<file path="config.mk">
export PLATFORM = sky130hd
export DESIGN_NAME = tri_phase_gate_pwm
export DESIGN_NICKNAME = d
export VERILOG_FILES = /design/src/rtl/gate_pwm_pkg.sv /design/src/rtl/tri_carrier.sv /design/src/rtl/dead_time_leg.sv /design/src/rtl/tri_phase_gate_pwm.sv
export SDC_FILE = /design/constraint.sdc
export NUM_CORES = 1
export LEC_CHECK = 0
export ABC_AREA = 1
export BUFFER_PORTS_ARGS = -buffer_cell sky130_fd_sc_hd__buf_2
export CORE_ASPECT_RATIO = 0.7
export CORE_MARGIN = 3
export CORE_UTILIZATION = 40
export CTS_BUF_LIST = sky130_fd_sc_hd__clkbuf_8
export DETAILED_ROUTE_END_ITERATION = 10
export HOLD_SLACK_MARGIN = 0.12
export PLACE_DENSITY = 0.7
export SLEW_MARGIN = 15
export SYNTH_ARGS = -nofsm -noshare
export SYNTH_HDL_FRONTEND = slang
export SYNTH_SLANG_ARGS = --single-unit
</file>
<file path="constraint.sdc">
create_clock -name clk -period 1.9 [get_ports clk]
set_clock_uncertainty 0.2 [all_clocks]
set_input_delay 0.57 -clock clk [delete_from_list [all_inputs] [get_ports clk]]
set_output_delay 0.57 -clock clk [all_outputs]
set_load 0.05 [all_outputs]
</file>
<file path="src/rtl/gate_pwm_pkg.sv">
package gate_pwm_pkg;

    typedef enum logic [1:0] {
        DRV_OFF     = 2'd0,
        DRV_REFRESH = 2'd1,
        DRV_SINE    = 2'd2,
        DRV_SQUARE  = 2'd3
    } drive_mode_e;

    typedef enum logic [1:0] {
        LEG_OFF  = 2'd0,
        LEG_HIGH = 2'd1,
        LEG_LOW  = 2'd2
    } leg_state_e;

endpackage

</file>
<file path="src/rtl/tri_carrier.sv">
module tri_carrier #(
    parameter int CAR_W     = 6,
    parameter int STEP_CLKS = 2
) (
    input  logic             clk,
    input  logic             rst_n,
    output logic [CAR_W-1:0] car_o,
    output logic             bottom_o,
    output logic             tick_o
);
    localparam int PRE_W = (STEP_CLKS > 1) ? $clog2(STEP_CLKS) : 1;
    localparam logic [CAR_W-1:0] TOP      = {CAR_W{1'b1}};
    localparam logic [PRE_W-1:0] PRE_LAST = PRE_W'(STEP_CLKS - 1);
    localparam int PERIOD  = 2 * STEP_CLKS * ((1 << CAR_W) - 1);
    localparam int PCHK_W  = $clog2(PERIOD + 1);

    typedef struct packed {
        logic [PRE_W-1:0] pre;
        logic [CAR_W-1:0] car;
        logic             up;
        logic             tick;
    } car_st_t;

    car_st_t st_q, st_d;

    always_comb begin
        st_d = st_q;
        if (st_q.pre == PRE_LAST) begin
            st_d.pre = '0;
            if (st_q.up) begin
                st_d.car = st_q.car + 1'b1;
                if (st_q.car == TOP - 1'b1) st_d.up = 1'b0;
            end else begin
                st_d.car = st_q.car - 1'b1;
                if (st_q.car == CAR_W'(1)) st_d.up = 1'b1;
            end
        end else begin
            st_d.pre = st_q.pre + 1'b1;
        end
        st_d.tick = (st_d.car == '0) && (st_d.pre == '0);
    end

    always_ff @(posedge clk or negedge rst_n) begin
        if (!rst_n) begin
            st_q.pre  <= '0;
            st_q.car  <= '0;
            st_q.up   <= 1'b1;
            st_q.tick <= 1'b0;
        end else begin
            st_q <= st_d;
        end
    end

    assign car_o    = st_q.car;
    assign bottom_o = (st_q.car == '0) && (st_q.pre == '0);
    assign tick_o   = st_q.tick;

    // checker state: clocks since the last strobe
    logic [PCHK_W-1:0] per_q;
    logic              seen_q;
    always_ff @(posedge clk or negedge rst_n) begin
        if (!rst_n) begin
            per_q  <= '0;
            seen_q <= 1'b0;
        end else if (tick_o) begin
            per_q  <= '0;
            seen_q <= 1'b1;
        end else begin
            per_q  <= per_q + 1'b1;
        end
    end

    p_tri_step_r1: assert property (@(posedge clk) disable iff (!rst_n)
        !$stable(st_q.car) |-> ((st_q.car == $past(st_q.car) + 1'b1) ||
                                (st_q.car == $past(st_q.car) - 1'b1)));

    p_tick_bottom_r1: assert property (@(posedge clk) disable iff (!rst_n)
        tick_o |-> (car_o == '0));

    p_period_r1: assert property (@(posedge clk) disable iff (!rst_n)
        (tick_o && seen_q) |-> (per_q == PCHK_W'(PERIOD - 1)));

endmodule

</file>
<file path="src/rtl/dead_time_leg.sv">
module dead_time_leg
    import gate_pwm_pkg::*;
#(
    parameter int GAP_W = 5
) (
    input  logic             clk,
    input  logic             rst_n,
    input  leg_state_e       tgt_i,
    input  logic [GAP_W-1:0] dt_i,
    output logic             hi_o,
    output logic             lo_o
);
    localparam logic [GAP_W-1:0] GAP_MAX = {GAP_W{1'b1}};

    typedef struct packed {
        leg_state_e       lvl;
        logic [GAP_W-1:0] gap;
    } leg_st_t;

    leg_st_t st_q, st_d;
    logic    gap_done;

    always_comb begin
        st_d     = st_q;
        gap_done = (st_q.gap >= (dt_i - 1'b1));
        if (st_q.lvl != LEG_OFF) begin
            if (tgt_i != st_q.lvl) begin
                st_d.lvl = LEG_OFF;
                st_d.gap = '0;
            end
        end else begin
            if ((tgt_i != LEG_OFF) && gap_done) begin
                st_d.lvl = tgt_i;
            end else if (st_q.gap != GAP_MAX) begin
                st_d.gap = st_q.gap + 1'b1;
            end
        end
    end

    always_ff @(posedge clk or negedge rst_n) begin
        if (!rst_n) begin
            st_q.lvl <= LEG_OFF;
            st_q.gap <= '0;
        end else begin
            st_q <= st_d;
        end
    end

    assign hi_o = (st_q.lvl == LEG_HIGH);
    assign lo_o = (st_q.lvl == LEG_LOW);

    // checker: consecutive clocks with both lines off
    logic [GAP_W-1:0] run_q;
    always_ff @(posedge clk or negedge rst_n) begin
        if (!rst_n)                run_q <= '0;
        else if (hi_o || lo_o)     run_q <= '0;
        else if (run_q != GAP_MAX) run_q <= run_q + 1'b1;
    end

    p_no_shoot_r3: assert property (@(posedge clk) disable iff (!rst_n)
        !(hi_o && lo_o));

    p_dead_gap_r3: assert property (@(posedge clk) disable iff (!rst_n)
        ($rose(hi_o) || $rose(lo_o)) |-> (run_q >= dt_i));

endmodule

</file>
<file path="src/rtl/tri_phase_gate_pwm.sv">
module tri_phase_gate_pwm
    import gate_pwm_pkg::*;
#(
    parameter int CAR_W     = 6,
    parameter int STEP_CLKS = 2,
    parameter int DT_SHORT  = 8,
    parameter int DT_LONG   = 16,
    parameter int REF_LVL   = 6
) (
    input  logic             clk,
    input  logic             rst_n,
    input  logic [CAR_W-1:0] duty_a,
    input  logic [CAR_W-1:0] duty_b,
    input  logic [CAR_W-1:0] duty_c,
    input  logic [1:0]       drive_mode,
    input  logic             dt_short_sel,
    input  logic             act_high,
    input  logic             run,
    input  logic             oc_flag,
    input  logic             hall_bad,
    output logic             gate_hi_a,
    output logic             gate_hi_b,
    output logic             gate_hi_c,
    output logic             gate_lo_a,
    output logic             gate_lo_b,
    output logic             gate_lo_c,
    output logic             carrier_tick
);
    localparam int NPH   = 3;
    localparam int GAP_W = $clog2(DT_LONG + 1);
    localparam logic [GAP_W-1:0] GAP_S = GAP_W'(DT_SHORT);
    localparam logic [GAP_W-1:0] GAP_L = GAP_W'(DT_LONG);
    localparam logic [CAR_W-1:0] WIN   = CAR_W'(REF_LVL);

    logic [CAR_W-1:0] car;
    logic             bottom;
    logic [CAR_W-1:0] duty [NPH];
    logic [NPH-1:0]   on_hi, on_lo;
    logic [GAP_W-1:0] gap_sel;
    logic             block, in_win;
    drive_mode_e      mode;

    typedef struct packed {
        logic oc_hold;
    } top_st_t;

    top_st_t st_q, st_d;

    tri_carrier #(
        .CAR_W    (CAR_W),
        .STEP_CLKS(STEP_CLKS)
    ) u_carrier (
        .clk     (clk),
        .rst_n   (rst_n),
        .car_o   (car),
        .bottom_o(bottom),
        .tick_o  (carrier_tick)
    );

    assign duty[0] = duty_a;
    assign duty[1] = duty_b;
    assign duty[2] = duty_c;
    assign mode    = drive_mode_e'(drive_mode);
    assign gap_sel = dt_short_sel ? GAP_S : GAP_L;
    assign in_win  = (car < WIN);

    always_comb begin
        st_d         = st_q;
        st_d.oc_hold = oc_flag | (st_q.oc_hold & ~bottom);
        block        = ~run | oc_flag | st_q.oc_hold | hall_bad | (mode == DRV_OFF);
    end

    always_ff @(posedge clk or negedge rst_n) begin
        if (!rst_n) st_q.oc_hold <= 1'b0;
        else        st_q <= st_d;
    end

    for (genvar p = 0; p < NPH; p++) begin : g_phase
        leg_state_e tgt;
        logic       above;

        assign above = (duty[p] > car);

        always_comb begin
            tgt = LEG_OFF;
            if (!block) begin
                case (mode)
                    DRV_REFRESH: tgt = in_win ? LEG_LOW : LEG_OFF;
                    DRV_SINE:    tgt = above ? LEG_HIGH : LEG_LOW;
                    DRV_SQUARE:  tgt = in_win ? LEG_LOW : (above ? LEG_HIGH : LEG_OFF);
                    default:     tgt = LEG_OFF;
                endcase
            end
        end

        dead_time_leg #(
            .GAP_W(GAP_W)
        ) u_leg (
            .clk  (clk),
            .rst_n(rst_n),
            .tgt_i(tgt),
            .dt_i (gap_sel),
            .hi_o (on_hi[p]),
            .lo_o (on_lo[p])
        );
    end

    assign gate_hi_a = on_hi[0] ~^ act_high;
    assign gate_hi_b = on_hi[1] ~^ act_high;
    assign gate_hi_c = on_hi[2] ~^ act_high;
    assign gate_lo_a = on_lo[0] ~^ act_high;
    assign gate_lo_b = on_lo[1] ~^ act_high;
    assign gate_lo_c = on_lo[2] ~^ act_high;

    p_oc_block_r5: assert property (@(posedge clk) disable iff (!rst_n)
        oc_flag |=> ((on_hi == '0) && (on_lo == '0)));

    p_oc_hold_r5: assert property (@(posedge clk) disable iff (!rst_n)
        (st_q.oc_hold && !bottom) |=> st_q.oc_hold);

    p_stop_r6: assert property (@(posedge clk) disable iff (!rst_n)
        !run |=> ((on_hi == '0) && (on_lo == '0)));

    p_hall_r7: assert property (@(posedge clk) disable iff (!rst_n)
        hall_bad |=> ((on_hi == '0) && (on_lo == '0)));

    p_refresh_r8: assert property (@(posedge clk) disable iff (!rst_n)
        (mode == DRV_REFRESH) |=> (on_hi == '0));

    p_off_mode_r10: assert property (@(posedge clk) disable iff (!rst_n)
        (mode == DRV_OFF) |=> ((on_hi == '0) && (on_lo == '0)));

endmodule

</file>
* Word level (Yosys, flattened, before mapping)
Index checks and enable logic that the tools add are counted.
** Operators by class
- Add/subtract/negate cells :: 7
- $lt $le $gt $ge :: 7
- Eq/ne operators :: 23
- Multiplexer cells :: 37
- Bitwise gates (word level) :: 16
- Reductions and logical operators :: 26
** Operators by type and width (count)
- two-way mux 7 bit :: 8
- two-way mux 5 bit :: 7
- two-way mux 2 bit :: 13
- nonzero test 2 bit :: 12
- greater-than comparator 6 bit :: 3
- case mux 2 bit (3 select lines) :: 3
- adder 5 x 1 -> 5 bit, second input constant :: 3
- greater-or-equal comparator 5 bit :: 3
- != test 5 bit, second input constant :: 3
- zero test 6 bit :: 2
- equality test 2 bit, second input constant :: 5
- AND reduction 3 bit :: 3
- equality test 2 x 1 -> 1 bit, second input constant :: 4
- adder 6 x 1 -> 6 bit, second input constant :: 1
- equality test 6 x 1 -> 1 bit, second input constant :: 1
- equality test 6 bit, second input constant :: 1
- < comparator 6 x 3 -> 1 bit, second input constant :: 1
- two-way mux 1 bit :: 6
- != test 2 x 1 -> 1 bit, second input constant :: 3
- != test 2 bit :: 3
- != test 2 bit, second input constant :: 3
- AND reduction 2 bit :: 3
- subtractor 6 x 1 -> 6 bit, second input constant :: 1
- XNOR 1 bit :: 6
- 7 further kinds :: 18
** Word-level totals
- Register bits after elaboration :: 31
- Input bits :: 27
- Output and inout port bits :: 7
- Word-level logic and storage cells :: 127

* Logic depth before layout (Yosys ltp)
Gate-level depths: netlist of the first run.
- Depth after elaboration :: 10
- Gate-level depth with buffers :: 18
- Gate-level depth less buffers :: 18

* By module
Synthesis of the first run repeated with hierarchy kept, for this count alone.
** Second synthesis, totals
- Cells, all modules :: 465
- Area total of the unflattened synthesis :: 3243.1 um^2
** By module, submodules not included
- dead_time_leg :: times used 3, cells each 90, area each 636.9 um^2
- tri_phase_gate_pwm :: times used 1, cells each 108, area each 686.9 um^2
- tri_carrier :: times used 1, cells each 87, area each 645.6 um^2

* Worst setup path before layout of the first run
Ideal clock, no wire load.
- Path type :: input-to-output
- Start :: in act_high
- End :: out gate_hi_a
- Arrival :: 1643 ps
- Data required time :: 1130 ps
- Slack :: -513 ps
- Stages on the path :: 2
- Path buffers :: 1
- Cell sequence :: clkbuf_1 -> xor2_1
** On the way
- Cells in the longest elaborated chain, start to end :: 1
** RTL lines
- from (decl) :: RTL line tri_phase_gate_pwm.sv:17 : input logic act_high,
- XNOR 1 bit :: RTL line tri_phase_gate_pwm.sv:108 : assign gate_hi_a = on_hi[0] ~^ act_high;
- to (decl) :: RTL line tri_phase_gate_pwm.sv:21 : output logic gate_hi_a,
No other way between the ends.

* Worst setup path in the final report of the first run
- Start :: reg u_carrier.car_o[2] (netlist name)
- End :: reg g_phase[0].u_leg.st_q[3] in the netlist's numbering
** On the way
- Cells in the longest elaborated chain, start to end :: 9
- Elaborated cells on any way between the ends :: 14
** RTL lines
- greater-than comparator 6 bit :: RTL line tri_phase_gate_pwm.sv:82 : assign above = (duty[p] > car);
- two-way mux 1 bit :: RTL line tri_phase_gate_pwm.sv:90 : DRV_SQUARE: tgt = in_win ? LEG_LOW : (above ? LEG_HIGH : LEG_OFF);
- two-way mux 2 bit :: RTL line tri_phase_gate_pwm.sv:90
- case mux 2 bit (3 select lines) (*) :: RTL line tri_phase_gate_pwm.sv:87 : case (mode)
- two-way mux 2 bit (*) :: RTL line tri_phase_gate_pwm.sv:86 : if (!block) begin
- nonzero test 2 bit :: RTL line dead_time_leg.sv:32 : if ((tgt_i != LEG_OFF) && gap_done) begin
- logical AND 1 bit :: RTL line dead_time_leg.sv:32
- != test 2 x 1 -> 1 bit (no source line)
- AND reduction 3 bit (no source line) (*)
- to (signal assigned) :: RTL line dead_time_leg.sv:45 : st_q <= st_d;
- to (decl) :: RTL line dead_time_leg.sv:20 : leg_st_t st_q, st_d;
Every way passes the cells marked *; elsewhere a longest branch is shown, timed or not.
A chain may end at the register's enable or synchronous reset.

==> results of run 1 <==
[cell type report]
cell class | instances | area [µm²]
multi-input combinational | 265 | 2170
fill | 459 | 1930
sequential | 31 | 782
timing repair buffer | 89 | 668
inverter | 41 | 171
tap | 75 | 93.8
clock buffer | 5 | 68.8
clock inverter | 3 | 16.3
[flip-flops by register name, indices dropped and copies added, names as in the netlist]
register,count
st_q,1
g_phase.u_leg.st_q,21
u_carrier.st_q,2
u_carrier.tick_o,1
u_carrier.car_o,6
[repair_timing]
item / in CTS / in global routing
gates cloned: 0 / 0
hold buffers: 1 / 0
setup endpoints to repair: 28 / 29
setup buffers: 14 / 13
hold endpoints to repair: 30 / 0
pin swaps: 23 / 30
resized for setup: 56 / 43
[final timing paths]
| kind | start | end | slack, ns | cells past startpoint |
|---|---|---|---|---|
| min in group asynchronous | rst_n | g_phase[2].u_leg.st_q[5] | 0.57 | 3 |
| hold / removal | oc_flag | st_q | 0.27 | 2 |
| hold reg to reg | st_q | st_q | 0.31 | 1 |
| max in group asynchronous | rst_n | u_carrier.st_q[1] | 0.70 | 3 |
| setup / recovery | u_carrier.car_o[2] | g_phase[0].u_leg.st_q[3] | -0.29 | 17 |
| setup reg to reg | u_carrier.car_o[2] | g_phase[0].u_leg.st_q[3] | -0.29 | 17 |
[worst max-delay path, stage by stage (launching register included)]
cell	delay (ns)
dfrtp_1	0.40
inv_4	0.08
ha_4	0.28
nand2_4	0.05
nor2_4	0.11
nand2_2	0.08
nand3_4	0.08
nand2_2	0.06
nand2_1	0.06
nand2_1	0.06
nand2_2	0.10
nand2_2	0.08
nand2_2	0.06
nand2_2	0.06
nand2_4	0.11
nand2_4	0.08
nand2_1	0.07
nand2_1	0.04
[per-stage QoR]
step           instances  hold slack, ns  TNS, ns  setup WS (ns)
6_report             509           0.272    -5.10         -0.286
5_1_grt              509           0.289    -8.98         -0.451
4_1_cts              498           0.265    -4.97         -0.249
3_5_place_dp         477           0.296   -10.49         -0.525
3_3_place_gp         477           0.287    -9.57         -0.474
2_1_floorplan        338          0.0744    -2.99         -0.198
[per-layer routing]
| metal | GRT usage | wire length, µm | vias to the layer above | share of wire |
|---|---|---|---|---|
| met1 | 0.254 | 3140 | 1121 | 0.49 |
| met3 | 0.0346 | 264 | 8 | 0.041 |
| met5 | 0 | 0 | - | 0 |
| li1 | - | - | 1282 | - |
| met4 | 0.0634 | 86 | 0 | 0.013 |
| met2 | 0.297 | 2990 | 41 | 0.46 |
[synth_stat cells, types with 2 or more instances]
cell type / number
ha_1: 32
xor2_1: 13
nor2_1: 33
nand3_1: 31
nand4_1: 5
nand3_2: 6
inv_1: 32
o21ai_0: 2
xnor2_1: 2
nand3b_1: 2
nand2_1: 99
inv_2: 9
a21oi_1: 5
nand2_4: 2
a211o_1: 3
nor3b_1: 3
o21ai_1: 10
a21boi_1: 2
o21bai_1: 2
dfrtp_1: 30
nand2_2: 3
[power breakdown]
group          internal, µW  switching (µW)
registers               834             171
logic                   521             569
clock network           250             267
[kinds of logic after synthesis]
group,after synthesis
AOI/OAI and AO/OA,26
buffers and inverters,42
and+or+nand+nor,192
DFF,31
adders and majority gates,32
xor gates and xnor gates,15
==> results.md, run 1 <==
* Layout cells sized above 1 at 0.484
* HPWL Detailed at 4.80 mm
* Largest area contributor in the netlist: dfrtp_1
* Top cells by area, synth: dfrtp_1, ha_1, nand2_1
* Final setup vio count at 27
* Vias at 2452
* Fin crit share at 1.15
* Total power at ~2600 µW
* Synth Area in Compound Gates at 0.0655
* Mapped Cells at approximately 340
* Run status: finished, violations left
* Routability cong. at between 0.8 and 0.9
* Cts bufs inserted at 5
* Crit path max fanout at 6
* Synth Area in Simple Gates at 0.353
* Design area at 3970 µm²
* Vias in the first global route at approximately 2500
* Max_slew headroom at 0.812
* Largest family of logic cells by synthesized area: simple AND/OR/NAND/NOR gates
* Initial DRC Count at approximately 100
* Synth warn at 0
* Top cell type's share of synthesized area at 0.298
* Seq/Total Area, Yosys at 0.308
* Die H at a little over 70 µm
* Synth-to-Final Area Change at 57.3%
* Leak at about 0.0019 µW
* Peak supply drop at around 0.6 mV
* GRT Util Overall at 0.186
* Least-Margin Pin Slew at roughly 0.28 ns
* Die area at roughly 7300 µm²
* Die width at between 100 and 150 µm
* # IOs at 34
* Mux cell area share after synthesis at 0
* Arrival @ worst endpoint at about 2.2 ns
* Reg clk slew, reported paths at about 0.07 ns
* #FFs+latches synth at 31
* Async SR Flop Fraction at 1.00
* Number of synthesized flops with an enable pin at 0
* Max-cap viol count at 0
* Most frequent cells in the layout: nand2_1, buf_4, nand3_1
* DRT antenna net count at 0
* Row count at 23
* Final #Nets at 492
* Ant. Diodes at 0
* Syn_nets at 397
* Initial Utilization at 0.428
* Root buffer cell: clkbuf_8
* Power Density at ~660 nW/µm²
* IO Port Bufs at 33
* WL/cell at ~13 µm
* CTS max path bufs at 2
* Remaining global-route overflow at 0
* Clock net sink count at 31
* Syn Area/Cell at 7.46 µm²
* Remaining DRCs at 0
* Worst setup path class: register to register
* Synth Area in Adders at 0.159
* CTS H-tree depth at 2
* Commonest non-fill, non-tap cell in the layout: nand2_1
* Detailed Routing Iterations Pass 1 at 4
* First-pass GRT wire length at roughly 11 mm
* Clk_lat worst skew at roughly 0.29 ns
* Hold WC Path Type: input port to register
* Mapped cell area at 2520 µm²
* Critical path launch point type: register
* Fin. max-slew vios at 0
* Placed cell area at about 3400 µm²
* Hold Violations, Final at 0
* Element type at the critical path end: register
* Initial antenna violation count at 0
* F_max at between 400 and 500 MHz
* Failing checks: setup timing
* Xor-xnor portion of the synthesized cell area at 0.0521
* Routed vias/inst at 4.82
* Worst EP required at between 1.5 and 2 ns
* Core area at 5900 µm²
* Min cycle time layout at ~2.2 ns
* Min setup slack post-route at -0.286 ns
* TritonCTS clock tree: yes
* Largest net degree at the start of global routing at 32
* Post-detailed-routing wire length at ~6.5 mm
* Util after Layout at 0.673
* Unique masters post-synth at 33
* RSZ-0062 raised after global routing: yes
* Main synth FF type: dfrtp_1
No activity file was read; power rests on OpenSTA's default activity.
==> inputs of run 2 (changes only) <==
CORE_UTILIZATION = 24   (was 40)
PLACE_DENSITY = 0.5   (was 0.7)
==> run 2 against run 1 <==
  * The run still ends with setup timing left
  * Largest power group unchanged
  * Die area up 61%
  * Final cell count rose by 12%
  * First-iteration DRC count increased by 21%
  * Register-to-register slack about the same
  * Clock power decreased by 2%
  * Maximum frequency is essentially flat
==> results.md, run 2 (synthesis results as in run 1) <==
* Peak supply drop at roughly 0.37 mV
* Power share of the clock group at 0.190
* Total power at roughly 2700 µW
* Clk_lat worst skew at roughly 0.29 ns
* Number of flip-flops in the largest register at 21
* Int Pwr at about 1600 µW
* CP most frequent cell: nand2_2
* Fin crit share at 1.15
* Register share of total power at 0.375
* Max_slew headroom at 0.708
* Row count at 30
* Hold path cells at 1
* Min setup slack post-route at -0.286 ns
* TritonCTS clock tree: yes
* Buffers & Inverters on Critical Path at 1
* Largest stage delay on the critical path at ~0.40 ns
* Initial antenna violation count at 0
* Run status: finished, violations left
* Remaining global-route overflow at 0
* R2R Path End: g_phase[0].u_leg.st_q[4]
* Crit path cell chain: inv_4 -> ha_4 -> nand2_4 -> nor2_4 -> nand2_2 -> nand3_4 -> nand2_2 -> nand2_2 -> nand2_2 -> nand2_4 -> nand2_2 -> nand2_1 -> nand2_2 -> nand2_4 -> nand2_4 -> nand2_2 -> nand2_2
* Initial Utilization at 0.254
* Reg clk slew, reported paths at 0.07 ns
* Min Hold Slack at roughly 0.31 ns
* Switching power total at ~1000 µW
* CTS max path bufs at 2
* Core area at between 9000 and 10000 µm²
* Remaining DRCs at 0
* # IOs at 34
* Routed vias/inst at approximately 4.5
* Hold WC Path Type: register to register
* Min cycle time layout at 2.19 ns
* Final setup vio count at 27
* GRT Util Overall at 0.132
* Hold Violations, Final at 0
* Ant. Diodes at 0
* Power Density at 635 nW/µm²
* Failing checks: setup timing
* Vias at approximately 2500
* Largest net degree at the start of global routing at 32
* RSZ-0062 raised after global routing: yes
* CTS H-tree depth at 2
* Leak at 0.00204 µW
* Root buffer cell: clkbuf_8
* R2R Setup Slk at -0.29 ns
* Die H at 91.8 µm
* Cts bufs inserted at 5
* Crit path max fanout at 6
* Critical path launch point type: register
* Die area at about 12000 µm²
* Arrival @ worst endpoint at between 2 and 2.5 ns
* DRT antenna net count at 0
* Layout cells sized above 1 at 0.543
* First-pass GRT wire length at about 12 mm
* WL/cell at ~13 µm
* Comb power frac at 0.434
* Worst setup path class: register to register
* Biggest register: g_phase.u_leg.st_q
* Largest delay share family, worst path: simple AND/OR/NAND/NOR gates
* Vias in the first global route at approximately 2600
* Routability cong. at ~0.88
* Switching share of total power at 0.382
* HP Start: st_q
* Worst EP required at 1.89 ns
* IO Port Bufs at 33
* Initial DRC Count at ~120
* Synth-to-Final Area Change at 66.7%
* Element type at the critical path end: register
* HPWL Detailed at 5.54 mm
* Hold path endpoint: st_q
* Clock net sink count at 31
* Slowest cell on crit path: dfrtp_1
* Final #Nets at 502
* R2R cell count at 17
* Commonest non-fill, non-tap cell in the layout: buf_4
* Most frequent cells in the layout: buf_4, nand2_1, nand2_2
* R2R Path Start: u_carrier.car_o[3]
* F_max at ~460 MHz
* Max-cap viol count at 0
* Fin. max-slew vios at 0
* Die width at around 130 µm
* Detailed Routing Iterations Pass 1 at 4
* Post-detailed-routing wire length at between 7 and 8 mm
* Least-Margin Pin Slew at around 0.44 ns
==> run 2: area by class of cell <==
type / instances / area (µm²)
Tap cell: 128 / 160
Fill cell: 991 / 5740
Sequential cell: 31 / 782
Inverter: 41 / 169
Clock inverter: 3 / 12.5
Clock buffer: 5 / 68.8
Multi-Input combinational cell: 265 / 2260
Timing Repair Buffer: 99 / 751
==> run 2: power groups by stage <==
stage / logic (µW) / clock network (µW) / registers (µW)
floorplan: 765 / 0 / 970
global placement: 1050 / 0 / 991
detailed placement: 1060 / 0 / 995
CTS: 1100 / 538 / 983
global route: 1350 / 579 / 1030
finish: 1160 / 508 / 1000
==> run 2: worst max-delay path by stage <==
stage / end / cells past startpoint / from
after CTS: g_phase[0].u_leg.st_q[0] / 15 / u_carrier.car_o[4]
after floorplan: g_phase[0].u_leg.st_q[3] / 16 / duty_a[3]
after global placement: g_phase[0].u_leg.st_q[4] / 17 / duty_a[3]
after detailed placement: g_phase[0].u_leg.st_q[0] / 17 / duty_a[3]
after global routing: g_phase[0].u_leg.st_q[4] / 17 / u_carrier.car_o[5]
final: g_phase[0].u_leg.st_q[4] / 17 / u_carrier.car_o[3]
==> run 2: metal layers <==
metal,wire [µm],vias up,share of wire,track usage
li1,-,1314,-,-
met1,3870,1202,0.53,0.202
met2,3170,24,0.43,0.187
met3,208,7,0.028,0.0285
met4,61,0,0.0083,0.0262
met5,0,-,0,0
==> run 2: repair_timing <==
item | in CTS | in global routing
hold buffers | 1 | 0
endpoints found under the setup margin | 28 | 29
endpoints found under the hold margin | 4 | 0
gates cloned | 0 | 0
setup buffers | 16 | 11
pin swaps | 21 | 36
resized for setup | 72 | 56
==> run 2: metrics by stage <==
step           cell area (µm²)  worst slack [ns]  TNS [ns]  cells   util
2_1_floorplan             2880            -0.198     -2.99    338      -
3_3_place_gp              3520            -0.494     -9.75    539  0.353
3_5_place_dp              3520            -0.529    -10.63    539  0.353
4_1_cts                   3950            -0.284     -4.74    563  0.397
5_1_grt                   4210            -0.429     -8.53    572  0.423
6_report                  4210            -0.286     -4.95    572  0.423
==> run 2: worst reg2reg max path: cells and delay by family, from the launching register on <==
| kind | cells | cell delay, ns |
|---|---|---|
| adder cells (fa/ha/maj) | 1 | 0.28 |
| AND/OR/NAND/NOR | 15 | 1.09 |
| flip-flops | 1 | 0.40 |
| buffers and inverters | 1 | 0.09 |
